## src/rtl/irqv_pkg.sv

```systemverilog
package irqv_pkg;
  localparam int ADDR_W = 4;
  localparam logic [ADDR_W-1:0] ADR_ENABLE = 4'h0;
  localparam logic [ADDR_W-1:0] ADR_PEND   = 4'h1;
  localparam logic [ADDR_W-1:0] ADR_VECTOR = 4'h2;
  localparam logic [ADDR_W-1:0] ADR_EOI    = 4'h3;
  localparam logic [ADDR_W-1:0] ADR_LEVEL  = 4'h4;
  localparam int CFG0 = 8;

  typedef enum logic [1:0] {
    TRIG_HIGH = 2'b00,
    TRIG_LOW  = 2'b01,
    TRIG_RISE = 2'b10,
    TRIG_FALL = 2'b11
  } trig_e;

  // internal sources lose the polarity bit
  function automatic logic [1:0] trig_eff(logic [1:0] mode, logic is_ext);
    return is_ext ? mode : {mode[1], 1'b0};
  endfunction

  function automatic logic edge_seen(logic falling, logic prev, logic cur);
    return falling ? (prev & ~cur) : (~prev & cur);
  endfunction

  function automatic logic level_seen(logic active_low, logic cur);
    return cur ^ active_low;
  endfunction
endpackage

```

## src/rtl/irqv_src_cond.sv

```systemverilog
module irqv_src_cond
  import irqv_pkg::*;
#(
  parameter bit IS_EXT = 1'b0
) (
  input  logic       clk,
  input  logic       rst_n,
  input  logic       src_i,
  input  logic [1:0] mode_i,
  input  logic       clr_i,
  output logic       pend_o
);
  logic [1:0] eff;
  logic       prev_q;
  logic       latch_q;
  logic       hit;

  assign eff = trig_eff(mode_i, IS_EXT);
  assign hit = edge_seen(eff[0], prev_q, src_i);

  always_ff @(posedge clk or negedge rst_n) begin
    if (!rst_n) begin
      prev_q  <= 1'b0;
      latch_q <= 1'b0;
    end else begin
      prev_q <= src_i;
      if (eff[1] && hit)         latch_q <= 1'b1;
      else if (clr_i || !eff[1]) latch_q <= 1'b0;
    end
  end

  assign pend_o = eff[1] ? latch_q : level_seen(eff[0], src_i);
endmodule

```

## src/rtl/irqv_arbiter.sv

```systemverilog
module irqv_arbiter #(
  parameter int NSRC   = 6,
  parameter int PRIO_W = 3,
  parameter int IDX_W  = 3
) (
  input  logic [NSRC-1:0]        req_i,
  input  logic [NSRC*PRIO_W-1:0] prio_i,
  output logic                   any_o,
  output logic [IDX_W-1:0]       idx_o,
  output logic [PRIO_W-1:0]      prio_o
);
  always_comb begin
    any_o  = 1'b0;
    idx_o  = '0;
    prio_o = '0;
    for (int i = 0; i < NSRC; i++) begin
      // strict compare keeps the lower index on a tie
      if (req_i[i] && (!any_o || prio_i[i*PRIO_W +: PRIO_W] > prio_o)) begin
        any_o  = 1'b1;
        idx_o  = IDX_W'(i);
        prio_o = prio_i[i*PRIO_W +: PRIO_W];
      end
    end
  end
endmodule

```

## src/rtl/irqv_level_stack.sv

```systemverilog
module irqv_level_stack #(
  parameter int PRIO_W = 3,
  parameter int DEPTH  = 8,
  parameter int LW     = 4
) (
  input  logic              clk,
  input  logic              rst_n,
  input  logic              push_i,
  input  logic [PRIO_W-1:0] push_lvl_i,
  input  logic              pop_i,
  output logic [LW-1:0]     depth_o,
  output logic [PRIO_W-1:0] top_o
);
  localparam int IW = $clog2(DEPTH);

  logic [PRIO_W-1:0] stk_q [DEPTH];
  logic [LW-1:0]     depth_q;
  logic              do_push;

  assign do_push = push_i && (depth_q < LW'(DEPTH));

  always_ff @(posedge clk or negedge rst_n) begin
    if (!rst_n)                       depth_q <= '0;
    else if (do_push)                 depth_q <= depth_q + 1'b1;
    else if (pop_i && depth_q != '0)  depth_q <= depth_q - 1'b1;
  end

  always_ff @(posedge clk) begin
    if (do_push) stk_q[IW'(depth_q)] <= push_lvl_i;
  end

  assign depth_o = depth_q;
  assign top_o   = (depth_q == '0) ? '0 : stk_q[IW'(depth_q - 1'b1)];
endmodule

```

## src/rtl/irq_vector_ctrl.sv

```systemverilog
module irq_vector_ctrl
  import irqv_pkg::*;
#(
  parameter int NUM_INT = 4,
  parameter int NUM_EXT = 2,
  parameter int PRIO_W  = 3,
  parameter int VEC_W   = 8,
  parameter int DATA_W  = 32
) (
  input  logic               clk,
  input  logic               rst_n,
  input  logic [NUM_INT-1:0] int_src_i,
  input  logic [NUM_EXT-1:0] ext_irq_i,
  input  logic               fiq_pin_i,
  input  logic               reg_we_i,
  input  logic               reg_re_i,
  input  logic [ADDR_W-1:0]  reg_addr_i,
  input  logic [DATA_W-1:0]  reg_wdata_i,
  output logic [DATA_W-1:0]  reg_rdata_o,
  output logic               irq_o,
  output logic               fiq_o
);
  localparam int NSRC     = NUM_INT + NUM_EXT;
  localparam int DEPTH    = 2 ** PRIO_W;
  localparam int LW       = $clog2(DEPTH + 1);
  localparam int IDX_W    = (NSRC > 1) ? $clog2(NSRC) : 1;
  localparam int MODE_LSB = 4;
  localparam int VEC_LSB  = 8;
  localparam int LVL_LSB  = 4;

  logic [NSRC-1:0]        src_raw;
  logic [NSRC-1:0]        en_q;
  logic                   fiq_en_q;
  logic [PRIO_W-1:0]      prio_q [NSRC];
  logic [1:0]             mode_q [NSRC];
  logic [VEC_W-1:0]       vec_q  [NSRC];
  logic [NSRC*PRIO_W-1:0] prio_flat;
  logic [NSRC-1:0]        pend;
  logic [NSRC-1:0]        cand;
  logic [NSRC-1:0]        clr_vec;
  logic                   any_cand;
  logic [IDX_W-1:0]       best_idx;
  logic [PRIO_W-1:0]      best_prio;
  logic [LW-1:0]          depth;
  logic [PRIO_W-1:0]      cur_level;
  logic                   vec_rd, ack_evt, spur_evt, eoi_evt;
  logic                   unused_wdata;

  assign src_raw      = {ext_irq_i, int_src_i};
  assign unused_wdata = &{1'b0, reg_wdata_i};

  always_ff @(posedge clk or negedge rst_n) begin
    if (!rst_n) begin
      en_q     <= '0;
      fiq_en_q <= 1'b0;
    end else if (reg_we_i && reg_addr_i == ADR_ENABLE) begin
      en_q     <= reg_wdata_i[NSRC-1:0];
      fiq_en_q <= reg_wdata_i[DATA_W-1];
    end
  end

  for (genvar i = 0; i < NSRC; i++) begin : g_src
    always_ff @(posedge clk or negedge rst_n) begin
      if (!rst_n) begin
        prio_q[i] <= '0;
        mode_q[i] <= TRIG_HIGH;
        vec_q[i]  <= '0;
      end else if (reg_we_i && reg_addr_i == ADDR_W'(CFG0 + i)) begin
        prio_q[i] <= reg_wdata_i[PRIO_W-1:0];
        mode_q[i] <= reg_wdata_i[MODE_LSB +: 2];
        vec_q[i]  <= reg_wdata_i[VEC_LSB +: VEC_W];
      end
    end

    irqv_src_cond #(.IS_EXT(i >= NUM_INT)) u_cond (
      .clk(clk), .rst_n(rst_n), .src_i(src_raw[i]), .mode_i(mode_q[i]),
      .clr_i(clr_vec[i]), .pend_o(pend[i])
    );

    assign prio_flat[i*PRIO_W +: PRIO_W] = prio_q[i];
  end

  assign cand = pend & en_q;

  irqv_arbiter #(.NSRC(NSRC), .PRIO_W(PRIO_W), .IDX_W(IDX_W)) u_arb (
    .req_i(cand), .prio_i(prio_flat), .any_o(any_cand),
    .idx_o(best_idx), .prio_o(best_prio)
  );

  assign irq_o    = any_cand && (depth == '0 || best_prio > cur_level);
  assign fiq_o    = fiq_pin_i && fiq_en_q;
  assign vec_rd   = reg_re_i && reg_addr_i == ADR_VECTOR;
  assign ack_evt  = vec_rd && irq_o;
  assign spur_evt = vec_rd && !irq_o;
  assign eoi_evt  = reg_we_i && reg_addr_i == ADR_EOI;
  assign clr_vec  = ack_evt ? (NSRC'(1) << best_idx) : '0;

  irqv_level_stack #(.PRIO_W(PRIO_W), .DEPTH(DEPTH), .LW(LW)) u_stk (
    .clk(clk), .rst_n(rst_n), .push_i(ack_evt), .push_lvl_i(best_prio),
    .pop_i(eoi_evt), .depth_o(depth), .top_o(cur_level)
  );

  always_comb begin
    reg_rdata_o = '0;
    case (reg_addr_i)
      ADR_ENABLE: begin
        reg_rdata_o[NSRC-1:0]   = en_q;
        reg_rdata_o[DATA_W-1]   = fiq_en_q;
      end
      ADR_PEND:   reg_rdata_o[NSRC-1:0] = pend;
      ADR_VECTOR: reg_rdata_o[VEC_W-1:0] = irq_o ? vec_q[best_idx] : '1;
      ADR_LEVEL: begin
        reg_rdata_o[LW-1:0]             = depth;
        reg_rdata_o[LVL_LSB +: PRIO_W]  = cur_level;
      end
      default: begin
        for (int i = 0; i < NSRC; i++) begin
          if (reg_addr_i == ADDR_W'(CFG0 + i)) begin
            reg_rdata_o[PRIO_W-1:0]        = prio_q[i];
            reg_rdata_o[MODE_LSB +: 2]     = mode_q[i];
            reg_rdata_o[VEC_LSB +: VEC_W]  = vec_q[i];
          end
        end
      end
    endcase
  end
endmodule

```

## config.mk

```make
export PLATFORM = sky130hd
export DESIGN_NAME = irq_vector_ctrl
export DESIGN_NICKNAME = d
export VERILOG_FILES = /design/src/rtl/irqv_pkg.sv /design/src/rtl/irqv_src_cond.sv /design/src/rtl/irqv_arbiter.sv /design/src/rtl/irqv_level_stack.sv /design/src/rtl/irq_vector_ctrl.sv
export SDC_FILE = /design/constraint.sdc
export NUM_CORES = 1
export LEC_CHECK = 0
export ABC_AREA = 1
export CAP_MARGIN = 20
export CORE_MARGIN = 1.5
export CORE_UTILIZATION = 57
export DETAILED_ROUTE_END_ITERATION = 8
export GPL_TIMING_DRIVEN = 0
export PLACE_DENSITY_LB_ADDON = 0.08
export SETUP_SLACK_MARGIN = 0.15
export SLEW_MARGIN = 20
export SYNTH_ARGS = -nofsm -noshare
export SYNTH_HDL_FRONTEND = slang
export SYNTH_HIERARCHICAL = 1
export SYNTH_SLANG_ARGS = --single-unit
export TNS_END_PERCENT = 50
```

## constraint.sdc

```tcl
create_clock -name clk -period 10.05 [get_ports clk]
set_input_delay 1.5075 -clock clk [delete_from_list [all_inputs] [get_ports clk]]
set_output_delay 1.5075 -clock clk [all_outputs]
set_load 0.01 [all_outputs]
```

==> results.json <==
{
  "synth.cell_area_um2": 7440,
  "ys_warn_count": 6,
  "synth-edff-count": 24,
  "multi_input_area_um2": 4040,
  "placed_area_um2": 8200,
  "p_per_area_nw_per_um2": 250,
  "dr.first_iter.drc_count": 866,
  "die_area_um2": 13700,
  "yosysSeqAreaShare": 0.437,
  "max_slew_margin": 0.594,
  "synth-seq-cells": 125,
  "first_global_vias": 6772,
  "core.rowCount": 41,
  "rsz0062_at_grt": "true",
  "clk_pin_slew_ps": 50,
  "clk_latency_ps": 430,
  "cap_viol_max_count": 0,
  "grt_max_degree": 80,
  "p_leak_nw": 4.86,
  "routed_wl_um": 23900,
  "finalCriticalPeriod_ps": 9920,
  "setup_viol_count_final": 0,
  "cp_data_required_time_ps": 8540,
  "path_depth": 61,
  "gp_congestion": 0.927,
  "r2r_end": "u_stk/stk_q[1][0]",
  "diodes": 0,
  "via_per_inst": 5.67,
  "hold_viol_final": 0,
  "drive_above_1_share": 0.225,
  "die_h_um": 117,
  "maxSlewViolCount": 0,
  "start_util": 0.587,
  "hp-class": "reg2reg",
  "tightestPinTransition_ps": 608,
  "worst_setup_path_start_kind": "primary input",
  "antenna_found_initial": 0,
  "final_cell_mix": "nand2_1 (314), inv_1 (111), dfrtp_1 (101), nand3_1 (75), o21ai_0 (67)",
  "worstSetupEndpoint": "reg_rdata_o[7]",
  "fmax_mhz": 101,
  "grt_use_total": 0.339,
  "wl_per_cell_um": 18.0,
  "holdWs_ps": 485,
  "drtPass1Iterations": 6,
  "reg2reg_depth": 60,
  "cts.sinks": 125,
  "fill_cells": 947,
  "period_share": 0.987,
  "crit_arrival_ps": 8410,
  "final_common_cell": "nand2_1",
  "synth_top_cells_by_area": "dfrtp_1 (34%), nand2_1 (18%), edfxtp_1 (9.7%)",
  "max-vdd-ir-drop_mv": 0.136,
  "crit_slowest_cell": "ha_4",
  "port_buffers": 47,
  "crit_fanout": 7,
  "io_pins": 81,
  "clockBufferDepth": 2,
  "core_um2": 12700,
  "synth_cell_types": 41,
  "synth_ff_type": "dfrtp_1",
  "setup-tns-final_ps": 0,
  "ctsHtreeMaxLevel": 4,
  "cts_hold_buffers": 0,
  "synth_area_per_cell_um2": 7.27,
  "numCtsBuffers": 17,
  "synthCells": 1023,
  "status": "finished clean",
  "cts_tree": "done",
  "max_stage_delay_ps": 290,
  "die_x_um": 117,
  "cpLargestDelayFamily": "simple AND/OR/NAND/NOR gates",
  "grt_overflow_total": 0,
  "grt_pass1_wl_um": 34500,
  "yosys.area.top_type": "dfrtp_1",
  "crit_start": "int_src_i[0]",
  "design_area_um2": 9620,
  "drcViolationCount": 0,
  "regArea_um2": 3250,
  "cpMostUsedCell": "nand2_2",
  "r2r_setup_slack_ps": 1790,
  "ys_async_sr_fraction": 0.808,
  "crit_type": "in2out",
  "cp-end-kind": "primary output",
  "timing.rr.start": "mode_q[11]",
  "dpl.hpwl_um": 15200,
  "clock-skew-final_ps": 10.2,
  "vias": 7515,
  "ant_nets": 0,
  "crit_buf_inv": 10,
  "syn2layout_area_growth_pct": 29.4,
  "cts_root_buffer": "clkbuf_16",
  "yosysTopAreaCellShare": 0.340,
  "nNetsFinal": 1207
}
where the power goes:
group,switching [mW],internal (mW)
registers,0.0975,0.614
logic,0.632,0.448
clock network,0.232,0.382
total,0.961,1.44
worst reg2reg max path, delay by kind of cell, from the launching register on:
kind | cells | cell delay, ps
compound gates | 10 | 1000
fa+ha+maj | 6 | 1590
buf+inv | 6 | 460
flops | 1 | 510
simple gates | 38 | 4350
routing by layer:
metal	up-vias	part of all wire	GRT usage
met3	116	0.080	0.0654
met1	3495	0.39	0.422
li1	3470	-	-
met2	434	0.48	0.563
met4	0	0.051	0.177
met5	-	0	0
cell families (layout without fill, tap and decap cells):
| logic type | count (synthesis) | count (layout) | share of synthesized area |
|---|---|---|---|
| other cells | 1 | 15 | 0.000504 |
| xor+xnor | 4 | 4 | 0.00572 |
| flops | 125 | 125 | 0.437 |
| compound gates | 152 | 152 | 0.107 |
| buf+inv | 171 | 287 | 0.101 |
| fa+ha+maj | 20 | 20 | 0.0336 |
| mux | 1 | 1 | 0.00151 |
| simple gates | 549 | 549 | 0.314 |
state kept, by name, summed over array words and instances (netlist names):
name / flops
en_q: 6
vec_q: 48
mode_q: 12
g_src.u_cond/latch_q: 6
u_stk/stk_q: 24
prio_flat: 18
fiq_en_q: 1
u_stk/depth_o: 4
g_src.u_cond/prev_q: 6
per-stage QoR:
step           std cells  power, mW   util  setup WS (ps)
2_1_floorplan       1037       1.22      -            681
3_3_place_gp        1256       1.44  0.645          -1330
3_5_place_dp        1257       1.46  0.647          -1520
4_1_cts             1310       2.21  0.721            148
5_1_grt             1325       2.53  0.759           -137
6_report            1325       2.41  0.759            132
worst min-delay path by stage:
stage          depth (start not counted)  slack, ps              startpoint                 endpoint
6_report                               3        490  g_src[2].u_cond/prev_q  g_src[2].u_cond/latch_q
3_5_place_dp                           2        470               mode_q[4]                mode_q[4]
3_3_place_gp                           2        470               vec_q[31]                vec_q[31]
2_1_floorplan                          2        450               mode_q[4]                mode_q[4]
4_1_cts                                2        490               mode_q[4]                mode_q[4]
5_1_grt                                2        520               vec_q[15]                vec_q[15]
synth_stat cells (4+ instances only):
cell type / n
a21oi_1: 40
a31oi_1: 6
and2_1: 7
buf_2: 17
buf_4: 17
dfrtp_1: 101
edfxtp_1: 24
ha_1: 20
inv_1: 122
inv_2: 5
nand2_1: 353
nand2_2: 10
nand2_4: 4
nand3_1: 88
nor2_1: 65
nor2_2: 4
nor2_4: 4
o21ai_0: 73
o21ai_1: 25
area by class of cell:
| type | instances | area share |
|---|---|---|
| timing repair buffer | 84 | 0.0802 |
| buffer | 42 | 0.0280 |
| sequential | 125 | 0.338 |
| multi-input combinational | 741 | 0.419 |
| tap | 172 | 0.0224 |
| clock inverter | 11 | 0.0120 |
| clock buffer | 21 | 0.0489 |
| inverter | 129 | 0.0516 |
repair_timing:
| action | in CTS | in global routing |
|---|---|---|
| setup buffers | 21 | 15 |
| setup endpoints to repair | 27 | 9 |
| pin swaps | 14 | 49 |
| gates resized for setup | 72 | 114 |
No activity file was read; power rests on OpenSTA's default activity.
